`src/rtl/osa_pkg.sv`:
```
package osa_pkg;

    localparam int MAX_SHIFT   = 10;
    localparam int CTRL_RST_BIT = 6;

    typedef enum logic [1:0] {
        SCH_NORMAL = 2'd0,
        SCH_LNLP   = 2'd1,
        SCH_HIRES  = 2'd2,
        SCH_LOWPWR = 2'd3
    } scheme_e;

    typedef enum logic [1:0] {
        RATE_SLOWEST = 2'd0,
        RATE_SLOW    = 2'd1,
        RATE_FAST    = 2'd2,
        RATE_FASTEST = 2'd3
    } rate_e;

    typedef struct packed {
        logic    selftest;
        scheme_e slp_sch;
        logic    asleep_en;
        scheme_e wake_sch;
    } ctrl_t;

    typedef struct packed {
        logic [3:0] shift;
        logic       selftest;
    } win_cfg_t;

    // log2 of the oversampling ratio for a scheme and rate
    function automatic logic [3:0] os_shift(scheme_e sch, rate_e rate);
        logic [3:0] s;
        unique case (sch)
            SCH_NORMAL: begin
                unique case (rate)
                    RATE_SLOWEST: s = 4'd7;
                    RATE_SLOW:    s = 4'd5;
                    RATE_FAST:    s = 4'd4;
                    default:      s = 4'd2;
                endcase
            end
            SCH_LNLP: begin
                unique case (rate)
                    RATE_SLOWEST: s = 4'd5;
                    RATE_SLOW:    s = 4'd3;
                    default:      s = 4'd2;
                endcase
            end
            SCH_HIRES: begin
                unique case (rate)
                    RATE_SLOWEST: s = 4'd10;
                    RATE_SLOW:    s = 4'd8;
                    RATE_FAST:    s = 4'd7;
                    default:      s = 4'd5;
                endcase
            end
            default: begin
                unique case (rate)
                    RATE_SLOWEST: s = 4'd4;
                    RATE_SLOW:    s = 4'd2;
                    default:      s = 4'd1;
                endcase
            end
        endcase
        return s;
    endfunction

endpackage

```
`src/rtl/osa_regs.sv`:
```
module osa_regs
    import osa_pkg::*;
(
    input  logic        clk,
    input  logic        rst,
    input  logic        reg_wr,
    input  logic        reg_addr,
    input  logic [7:0]  reg_wdata,
    output logic [7:0]  reg_rdata,
    output ctrl_t       ctrl_o,
    output rate_e       rate_o,
    output logic        srst_o
);

    ctrl_t ctrl_q;
    rate_e rate_q;

    assign srst_o = reg_wr && !reg_addr && reg_wdata[CTRL_RST_BIT];

    always_ff @(posedge clk) begin
        if (rst || srst_o) begin
            ctrl_q <= '0;
            rate_q <= RATE_SLOWEST;
        end else if (reg_wr) begin
            if (!reg_addr) begin
                ctrl_q <= ctrl_t'({reg_wdata[7], reg_wdata[4:0]});
            end else begin
                rate_q <= rate_e'(reg_wdata[1:0]);
            end
        end
    end

    always_comb begin
        if (!reg_addr) begin
            reg_rdata = {ctrl_q.selftest, 2'b00, ctrl_q.slp_sch,
                         ctrl_q.asleep_en, ctrl_q.wake_sch};
        end else begin
            reg_rdata = {6'b0, rate_q};
        end
    end

    assign ctrl_o = ctrl_q;
    assign rate_o = rate_q;


    swrst_clears_chk: assert property (@(posedge clk) disable iff (rst)
        (reg_wr && !reg_addr && reg_wdata[CTRL_RST_BIT]) |=> (ctrl_o == '0 && rate_o == RATE_SLOWEST));


    rate_write_chk: assert property (@(posedge clk) disable iff (rst)
        (reg_wr && reg_addr) |=> (rate_o == rate_e'($past(reg_wdata[1:0]))));

endmodule

```
`src/rtl/osa_sel.sv`:
```
module osa_sel
    import osa_pkg::*;
(
    input  ctrl_t    ctrl_i,
    input  rate_e    rate_i,
    input  logic     asleep_i,
    output win_cfg_t cfg_o
);

    scheme_e active_sch;

    always_comb begin
        active_sch     = (ctrl_i.asleep_en && asleep_i) ? ctrl_i.slp_sch : ctrl_i.wake_sch;
        cfg_o.shift    = os_shift(active_sch, rate_i);
        cfg_o.selftest = ctrl_i.selftest;
    end

endmodule

```
`src/rtl/osa_accum.sv`:
```
module osa_accum
    import osa_pkg::*;
#(
    parameter int DW     = 10,
    parameter int ST_OFS = 100
) (
    input  logic                 clk,
    input  logic                 rst,
    input  logic                 flush_i,
    input  win_cfg_t             cfg_i,
    input  logic                 smp_vld,
    input  logic signed [DW-1:0] smp_data,
    output logic                 avg_vld,
    output logic signed [DW-1:0] avg_data
);

    localparam int ACC_W = DW + MAX_SHIFT + 2;
    localparam int CNT_W = MAX_SHIFT + 1;
    localparam logic signed [ACC_W-1:0] MAXV = ACC_W'((1 << (DW - 1)) - 1);
    localparam logic signed [ACC_W-1:0] MINV = -MAXV - ACC_W'(1);

    win_cfg_t                 cfg_q;
    logic [CNT_W-1:0]         cnt_q, base_cnt, last_idx;
    logic signed [ACC_W-1:0]  acc_q, base_acc, smp_ext, sum, shifted;
    logic signed [DW-1:0]     clipped;
    logic                     restart, last;

    always_comb begin
        restart  = flush_i || (cfg_i != cfg_q);
        base_acc = restart ? '0 : acc_q;
        base_cnt = restart ? '0 : cnt_q;
        smp_ext  = {{(ACC_W - DW){smp_data[DW-1]}}, smp_data};
        if (cfg_i.selftest) begin
            smp_ext = smp_ext + ACC_W'(ST_OFS);
        end
        sum      = base_acc + smp_ext;
        last_idx = CNT_W'((1 << cfg_i.shift) - 1);
        last     = smp_vld && (base_cnt == last_idx);
        shifted  = sum >>> cfg_i.shift;
        if (shifted > MAXV) begin
            clipped = MAXV[DW-1:0];
        end else if (shifted < MINV) begin
            clipped = MINV[DW-1:0];
        end else begin
            clipped = shifted[DW-1:0];
        end
    end

    always_ff @(posedge clk) begin
        if (rst) begin
            cfg_q    <= '0;
            cnt_q    <= '0;
            acc_q    <= '0;
            avg_vld  <= 1'b0;
            avg_data <= '0;
        end else begin
            cfg_q   <= cfg_i;
            avg_vld <= 1'b0;
            if (last) begin
                acc_q    <= '0;
                cnt_q    <= '0;
                avg_vld  <= 1'b1;
                avg_data <= clipped;
            end else if (smp_vld) begin
                acc_q <= sum;
                cnt_q <= base_cnt + CNT_W'(1);
            end else begin
                acc_q <= base_acc;
                cnt_q <= base_cnt;
            end
        end
    end


    vld_pulse_chk: assert property (@(posedge clk) disable iff (rst)
        avg_vld |=> !avg_vld);


    vld_after_smp_chk: assert property (@(posedge clk) disable iff (rst)
        avg_vld |-> $past(smp_vld));


    restart_cnt_chk: assert property (@(posedge clk) disable iff (rst)
        ((cfg_i != cfg_q) && !smp_vld) |=> (cnt_q == '0));


    cnt_range_chk: assert property (@(posedge clk) disable iff (rst)
        (32'(cnt_q) < (32'd1 << cfg_q.shift)));

endmodule

```
`src/rtl/osa_avg_top.sv`:
```
module osa_avg_top
    import osa_pkg::*;
#(
    parameter int DW     = 10,
    parameter int ST_OFS = 100
) (
    input  logic                 clk,
    input  logic                 rst,
    input  logic                 reg_wr,
    input  logic                 reg_addr,
    input  logic [7:0]           reg_wdata,
    output logic [7:0]           reg_rdata,
    input  logic                 asleep_i,
    input  logic                 smp_vld,
    input  logic signed [DW-1:0] smp_data,
    output logic                 avg_vld,
    output logic signed [DW-1:0] avg_data
);

    ctrl_t    ctrl;
    rate_e    rate;
    logic     srst;
    win_cfg_t cfg;

    osa_regs regs_i (
        .clk       (clk),
        .rst       (rst),
        .reg_wr    (reg_wr),
        .reg_addr  (reg_addr),
        .reg_wdata (reg_wdata),
        .reg_rdata (reg_rdata),
        .ctrl_o    (ctrl),
        .rate_o    (rate),
        .srst_o    (srst)
    );

    osa_sel sel_i (
        .ctrl_i   (ctrl),
        .rate_i   (rate),
        .asleep_i (asleep_i),
        .cfg_o    (cfg)
    );

    osa_accum #(
        .DW     (DW),
        .ST_OFS (ST_OFS)
    ) accum_i (
        .clk      (clk),
        .rst      (rst),
        .flush_i  (srst),
        .cfg_i    (cfg),
        .smp_vld  (smp_vld),
        .smp_data (smp_data),
        .avg_vld  (avg_vld),
        .avg_data (avg_data)
    );

endmodule

```
`config.mk`:
```
export PLATFORM = sky130hd
export DESIGN_NAME = osa_avg_top
export DESIGN_NICKNAME = d
export VERILOG_FILES = /design/src/rtl/osa_pkg.sv /design/src/rtl/osa_regs.sv /design/src/rtl/osa_sel.sv /design/src/rtl/osa_accum.sv /design/src/rtl/osa_avg_top.sv
export SDC_FILE = /design/constraint.sdc
export NUM_CORES = 1
export LEC_CHECK = 0
export BUFFER_PORTS_ARGS = -buffer_cell sky130_fd_sc_hd__buf_2
export CELL_PAD_IN_SITES_DETAIL_PLACEMENT = 1
export CELL_PAD_IN_SITES_GLOBAL_PLACEMENT = 1
export CORE_MARGIN = 10
export CORE_UTILIZATION = 25
export DETAILED_ROUTE_END_ITERATION = 8
export PLACE_DENSITY_LB_ADDON = 0.1
export SYNTH_ARGS = -nofsm -noshare
export SYNTH_HDL_FRONTEND = slang
export SYNTH_SLANG_ARGS = --single-unit
export TNS_END_PERCENT = 100
```
`constraint.sdc`:
```
create_clock -name clk -period 7.8 [get_ports clk]
set_input_delay 0.78 -clock clk [delete_from_list [all_inputs] [get_ports clk]]
set_output_delay 0.78 -clock clk [all_outputs]
set_load 0.005 [all_outputs]
```
==> metrics, run 1 <==
Post-CTS Resized 0; CTS tree done; crit-path cells buf_2 -> a21boi_1 -> o21ai_0 -> o31a_2 -> a21oi_2 -> nand3_2 -> nor3b_2 -> and2_1 -> ha_1 -> inv_1 -> fa_1 -> nand2b_1 -> a21oi_1 -> o21ai_1 -> a211oi_1 -> a211oi_1 -> nor4_1 -> a31oi_1 -> a211oi_1 -> o211ai_1 -> a2111o_1 -> a211o_1 -> o22ai_1; period utilisation layout 85.22%; # port buffers 39; register area share after synthesis 19.10%; Seq cells post-synth 57; Synth Area in Adders 6.826%; Post-Syn Area 0.005976 mm^2; Worst setup SP type primary input; crit path DAT 6.90 ns; final core utilization 29.29%; WL per Instance 19.25 um; Post-Route WL 22480 um; CP Max Fanout 9; worst skew pair latency 0.35 ns; status complete, no violations; CTS buffer count 9; sequential power share 28.8%; root buffer cell clkbuf_16; compound-gate portion of the synthesized area 31.22%; Die Height 174.6 um; hold buffer count at CTS 0; area of the core 0.02347 mm^2; initial drt markers 318; WS Path Type primary input to flip-flop; most used cell along the critical path a211oi_1; Yosys Warn Count 0; top cell type's share of synthesized area 19.10%; Synth async-reset ratio 0%; clock-pin transition on the worst setup and hold timing paths 0.05 ns; total die area 0.03049 mm^2; WP data required 8.05 ns; Setup Skew 0.009665 ns; cell taking the most area after synthesis dfxtp_1; total global-route track usage 14.72%; Slew @ Worst Pin 0.8765 ns; Max-Cap Viols 0; NumNets Final 901; DR vias 6276; CP max-delay cell a21boi_1; Setup Buffers After CTS 0; Internal 0.6954 mW; max-slew violation count 0; xor and xnor fraction of the mapped netlist area 4.774%; Area growth syn-to-layout 15.05%; predominant post-synthesis flop cell dfxtp_1; GPL Wtd Cong 0.8450; DRC Markers 0; Synth area leaders dfxtp_1, ha_1, nor2_1; clk buf depth 2; Diodes inserted 0; Worst slew margin 40.95%; Die X 174.6 um; Hold Vio Cnt, Final 0; sw frac 34.48%; switching power 0.3659 mW; number of global-route vias before repair 6558; Crit. End Element flip-flop; Via density 5.373; synthesized instance count 819; Post-synth EDFFs 0; RSZ-0062 raised after global routing false; count of cell types in the netlist 90; first-pass GRT wire length 36360 um; CTS Sinks 57; I/O Pins 43; mux contribution to synthesized area 6.219%; Starting Density 25.46%; Min-Delay Path Class flip-flop to flip-flop; total gr overflow 0; P_leak 2.754 nW; main combinational cell family by area after synthesis compound AO/OA/AOI/OAI gates; syn avg cell area 7.296 um^2; Max rail drop VDD 0.09062 mV; H-tree depth 3; layout cell share with drive strength beyond 1 12.60%; Rows 56; post-synthesis simple-gate area fraction 27.72%; pwr dens 154.4 mW/mm^2; setup TNS 0 ns; Post-DRT Antenna Nets 0; combinational share of power 29.5%; # setup viols final 0; Clk pwr share 41.7%; CP peak stage delay 0.49 ns; hpwl dp 17220 um; largest net degree at the start of global routing 39; final worst path period need 6.647 ns; Fmax 150.4 MHz; DRT Pass-1 Iters 4; initial antenna violation count 0
==> power groups by stage <==
stage,combinational (mW),sequential [mW],clock (mW)
after floorplan,0.215,0.310,0
after global placement,0.310,0.312,0
after detailed placement,0.313,0.312,0
after CTS,0.315,0.306,0.454
after global routing,0.348,0.307,0.467
final,0.313,0.306,0.443
==> per-layer routing <==
layer | GRT usage [%] | wire (um) | up-vias
met5 | 0 | 0 | -
met4 | 5.228 | 569 | 0
met3 | 1.940 | 377 | 27
met2 | 25.88 | 11220 | 71
met1 | 17.98 | 10320 | 3084
li1 | - | - | 3094
==> placed cells by master (no fill, tap or decap), types with 9 or more instances in the layout <==
cell and count:
and3_1 14, a21o_1 12, nor2_1 94, o21ai_1 11, o211ai_1 15, nor3_1 16
buf_4 18, dfxtp_1 57, a31oi_1 16, ha_1 31, a32oi_1 9, nand3_1 26
nand2_1 89, and2_1 29, a21oi_1 64, xor2_1 14, mux2i_1 27, o21ai_0 40
inv_1 16, buf_2 39, a211oi_1 28, clkbuf_16 9, xnor2_1 16, nor2b_1 11
==> area by class of cell <==
cell class                      count  area (um^2)
Tap cell                          319        399.1
Timing Repair Buffer               57        330.3
Sequential cell                    57         1141
Multi-Input combinational cell    702         4626
Inverter                           18        67.56
Clock inverter                      3        65.06
Fill cell                        2892        16600
Clock buffer                       12        246.5
==> worst paths after layout <==
kind              cells after the start  slack, ns                          endpoint                             start
hold / removal                        2       0.49  accum_i.avg_data[9]$_SDFFE_PP0P_  accum_i.avg_data[9]$_SDFFE_PP0P_
setup / recovery                     23       1.15  accum_i.avg_data[8]$_SDFFE_PP0P_                          asleep_i
setup reg to reg                     24       1.19  accum_i.avg_data[8]$_SDFFE_PP0P_     regs_i.rate_o[1]$_SDFFE_PP0P_
hold reg to reg                       2       0.49  accum_i.avg_data[9]$_SDFFE_PP0P_  accum_i.avg_data[9]$_SDFFE_PP0P_
==> Yosys cell counts (all sizes together) (4+ instances only) <==
cell,count
mux2,5
o311ai,4
nand3,28
and2,30
nor3,17
inv,17
nand3b,8
ha,31
nor4,4
a2111oi,6
dfxtp,57
clkbuf,31
a21o,12
and3,14
nand2b,8
or2,4
buf,12
o211ai,16
mux2i,27
or3,4
o31ai,5
a31o,4
xnor2,16
a21oi,65
nand2,90
nand4,8
nor2,95
a211o,5
a22oi,5
a32oi,9
a21boi,6
a31oi,17
xor2,14
a211oi,29
o2111ai,4
o21a,4
o21ai,51
nor2b,11
==> critical path, delay by kind of cell <==
family	cells	cell delay [ns]
AOI/OAI and AO/OA	14	3.95
and+or+nand+nor	5	1.31
adders and majority gates	2	0.62
buffers and inverters	2	0.20
==> sequential cells by signal (all words and copies together) (netlist names) <==
name and count:
regs_i.rate_o 2, accum_i.acc_q 22, accum_i.cnt_q 11, accum_i.cfg_q 5, accum_i.avg_vld 1, accum_i.avg_data 10
regs_i.ctrl_o 6
==> cell families after synthesis <==
family                     after synthesis
other                                    1
buffers and inverters                   61
adders and majority gates               32
DFF                                     57
AOI/OAI and AO/OA                      269
xor gates and xnor gates                31
muxes                                   34
and+or+nand+nor                        334
==> metrics by stage <==
stage	area, um^2	instances	power (mW)	hold slack, ns	setup WS (ns)
2_1_floorplan	5979	820	0.5244	0.4462	1.280
3_3_place_gp	6564	1153	0.6217	0.4754	0.8957
3_5_place_dp	6564	1153	0.6257	0.4793	0.7730
4_1_cts	6875	1168	1.076	0.4930	1.123
5_1_grt	6875	1168	1.122	0.5197	0.5146
6_report	6875	1168	1.061	0.4926	1.153
No activity file was read; power rests on OpenSTA's default activity.
==> run 2: changes to the inputs <==
==> constraint.sdc (replaced) <==
create_clock -name clk -period 7.8 [get_ports clk]
set_input_delay 0.39 -clock clk [delete_from_list [all_inputs] [get_ports clk]]
set_output_delay 0.39 -clock clk [all_outputs]
set_load 0.005 [all_outputs]
==> metrics, run 2 (synthesized netlist as in run 1, its figures left out) <==
status complete, no violations; CTS buffer count 9; initial antenna violation count 0; hpwl dp 17390 um; crit-path cells a21boi_1 -> o21ai_0 -> o31a_2 -> a21oi_2 -> nand3_2 -> nor3b_2 -> buf_4 -> and2_1 -> ha_1 -> inv_1 -> fa_1 -> nand2b_1 -> a21oi_1 -> buf_4 -> o21ai_1 -> a211oi_1 -> a211oi_1 -> nor3_1 -> o22a_1 -> and3b_1 -> o211ai_1 -> a2111o_1 -> a211o_1 -> o21ai_1; clk buf depth 2; hold buffer count at CTS 0; Final Power 1.026 mW; Setup Buffers After CTS 0; commonest non-fill, non-tap cell in the layout nor2_1; GPL Wtd Cong 0.8542; Worst setup SP type flip-flop; WL per Instance 19.31 um; setup TNS 0 ns; first-pass GRT wire length 36880 um; area of the core 0.02347 mm^2; P_leak 2.739 nW; clock-pin transition on the worst setup and hold timing paths 0.06 ns; DRC Markers 0; period utilisation layout 87.83%; Post-CTS Resized 0; I/O Pins 43; CP Max Fanout 19; Crit. End Element flip-flop; Largest register FFs 22; CP peak stage delay 0.61 ns; pwr dens 149.7 mW/mm^2; Slew @ Worst Pin 0.8746 ns; Place WS 0.9428 ns; most frequent cells in the layout nor2_1, nand2_1, a21oi_1, dfxtp_1, o21ai_0; Filler cells 2873; RSZ-0062 raised after global routing false; Rows 56; total gr overflow 0; Die X 174.6 um; Post-Place Cells 1152; # setup viols final 0; CTS Sinks 57; storage element area 0.001141 mm^2; Post-Route WL 22560 um; Diodes inserted 0; worst r2r src regs_i.ctrl_o[0]$_SDFFE_PP0P_; Min-Delay Path Class primary input to flip-flop; number of global-route vias before repair 6678; Worst slew margin 41.08%; WP data required 8.06 ns; max-slew violation count 0; total global-route track usage 14.79%; Top reg by flops accum_i.acc_q; Max rail drop VDD 0.08006 mV; NumNets Final 900; total die area 0.03049 mm^2; largest net degree at the start of global routing 39; Die Height 174.6 um; crit path DAT 7.11 ns; Fmax 146.0 MHz; Worst setup startpoint regs_i.ctrl_o[0]$_SDFFE_PP0P_; WS Path Type flip-flop to flip-flop; Max-Cap Viols 0; CP max-delay cell nor3_1; Top Registers accum_i.acc_q: 22 flops, accum_i.cnt_q: 11 flops, accum_i.avg_data: 10 flops; # port buffers 39; root buffer cell clkbuf_16; DRT Pass-1 Iters 4; final worst path period need 6.850 ns; DR vias 6276; Final WS setup 0.9496 ns; min-delay src reg_wdata[2]; Area growth syn-to-layout 14.70%; layout cell share with drive strength beyond 1 12.72%; Hold Vio Cnt, Final 0; Starting Density 25.46%; multi-input logic area 0.004626 mm^2; Via density 5.373; Finished Layout Cells 1168; H-tree depth 3; initial drt markers 337; Setup Skew 0.008057 ns; worst skew pair latency 0.34 ns; CTS tree done; Post-DRT Antenna Nets 0
[run 2: changes by cell type in the layout (fill, tap and decap cells not counted)]
cell,previous run,this run
clkinvlp_4,0,2
buf_4,18,17
bufinv_16,2,1
clkbuf_1,2,1
clkinv_2,1,2
[run 2: final cells by class]
type	count	share of cell area, %
flip-flops and latches	57	16.65
repair buffers	56	4.710
clock inverters	5	0.8032
well taps	319	5.823
multi-input cells	702	67.49
inverters	18	0.9858
clock buffers	11	3.541
[run 2: worst max-delay path: cells and delay by family, from the launching register on]
family | cells | cell delay, ns
compound gates | 13 | 3.66
simple gates | 6 | 1.58
fa+ha+maj | 2 | 0.62
flops | 1 | 0.37
buf+inv | 3 | 0.51
[run 2: routing by layer]
layer	up-vias	GRT usage (%)	share of wire (%)	wire [um]
met5	-	0	0	0
met4	0	4.486	2.1	480
met3	21	2.156	2.0	454
met2	52	25.41	49	10960
met1	3114	18.69	47	10660
li1	3089	-	-	-
[run 2: metrics by stage]
step	hold WS, ns	area, um^2	utilization [%]
detailed placement	0.4880	6556	27.93
finish	0.3303	6854	29.20
global route	0.3261	6854	29.20
global placement	0.4778	6556	27.93
floorplan	0.4462	5979	-
CTS	0.3159	6854	29.20
[run 2: path summary, 6_finish.rpt]
| check | endpoint | slack, ns | cells after the start |
|---|---|---|---|
| setup reg to reg | accum_i.avg_data[2]$_SDFFE_PP0P_ | 0.95 | 24 |
| hold reg to reg | accum_i.avg_data[8]$_SDFFE_PP0P_ | 0.49 | 2 |
| setup / recovery | accum_i.avg_data[2]$_SDFFE_PP0P_ | 0.95 | 24 |
| hold / removal | regs_i.ctrl_o[2]$_SDFFE_PP0P_ | 0.33 | 3 |
[run 2: report_power, final]
group          internal (mW)  total, mW  switching (mW)
logic                  0.107      0.311           0.204
registers              0.301      0.306         0.00545
clock network          0.255      0.409           0.154
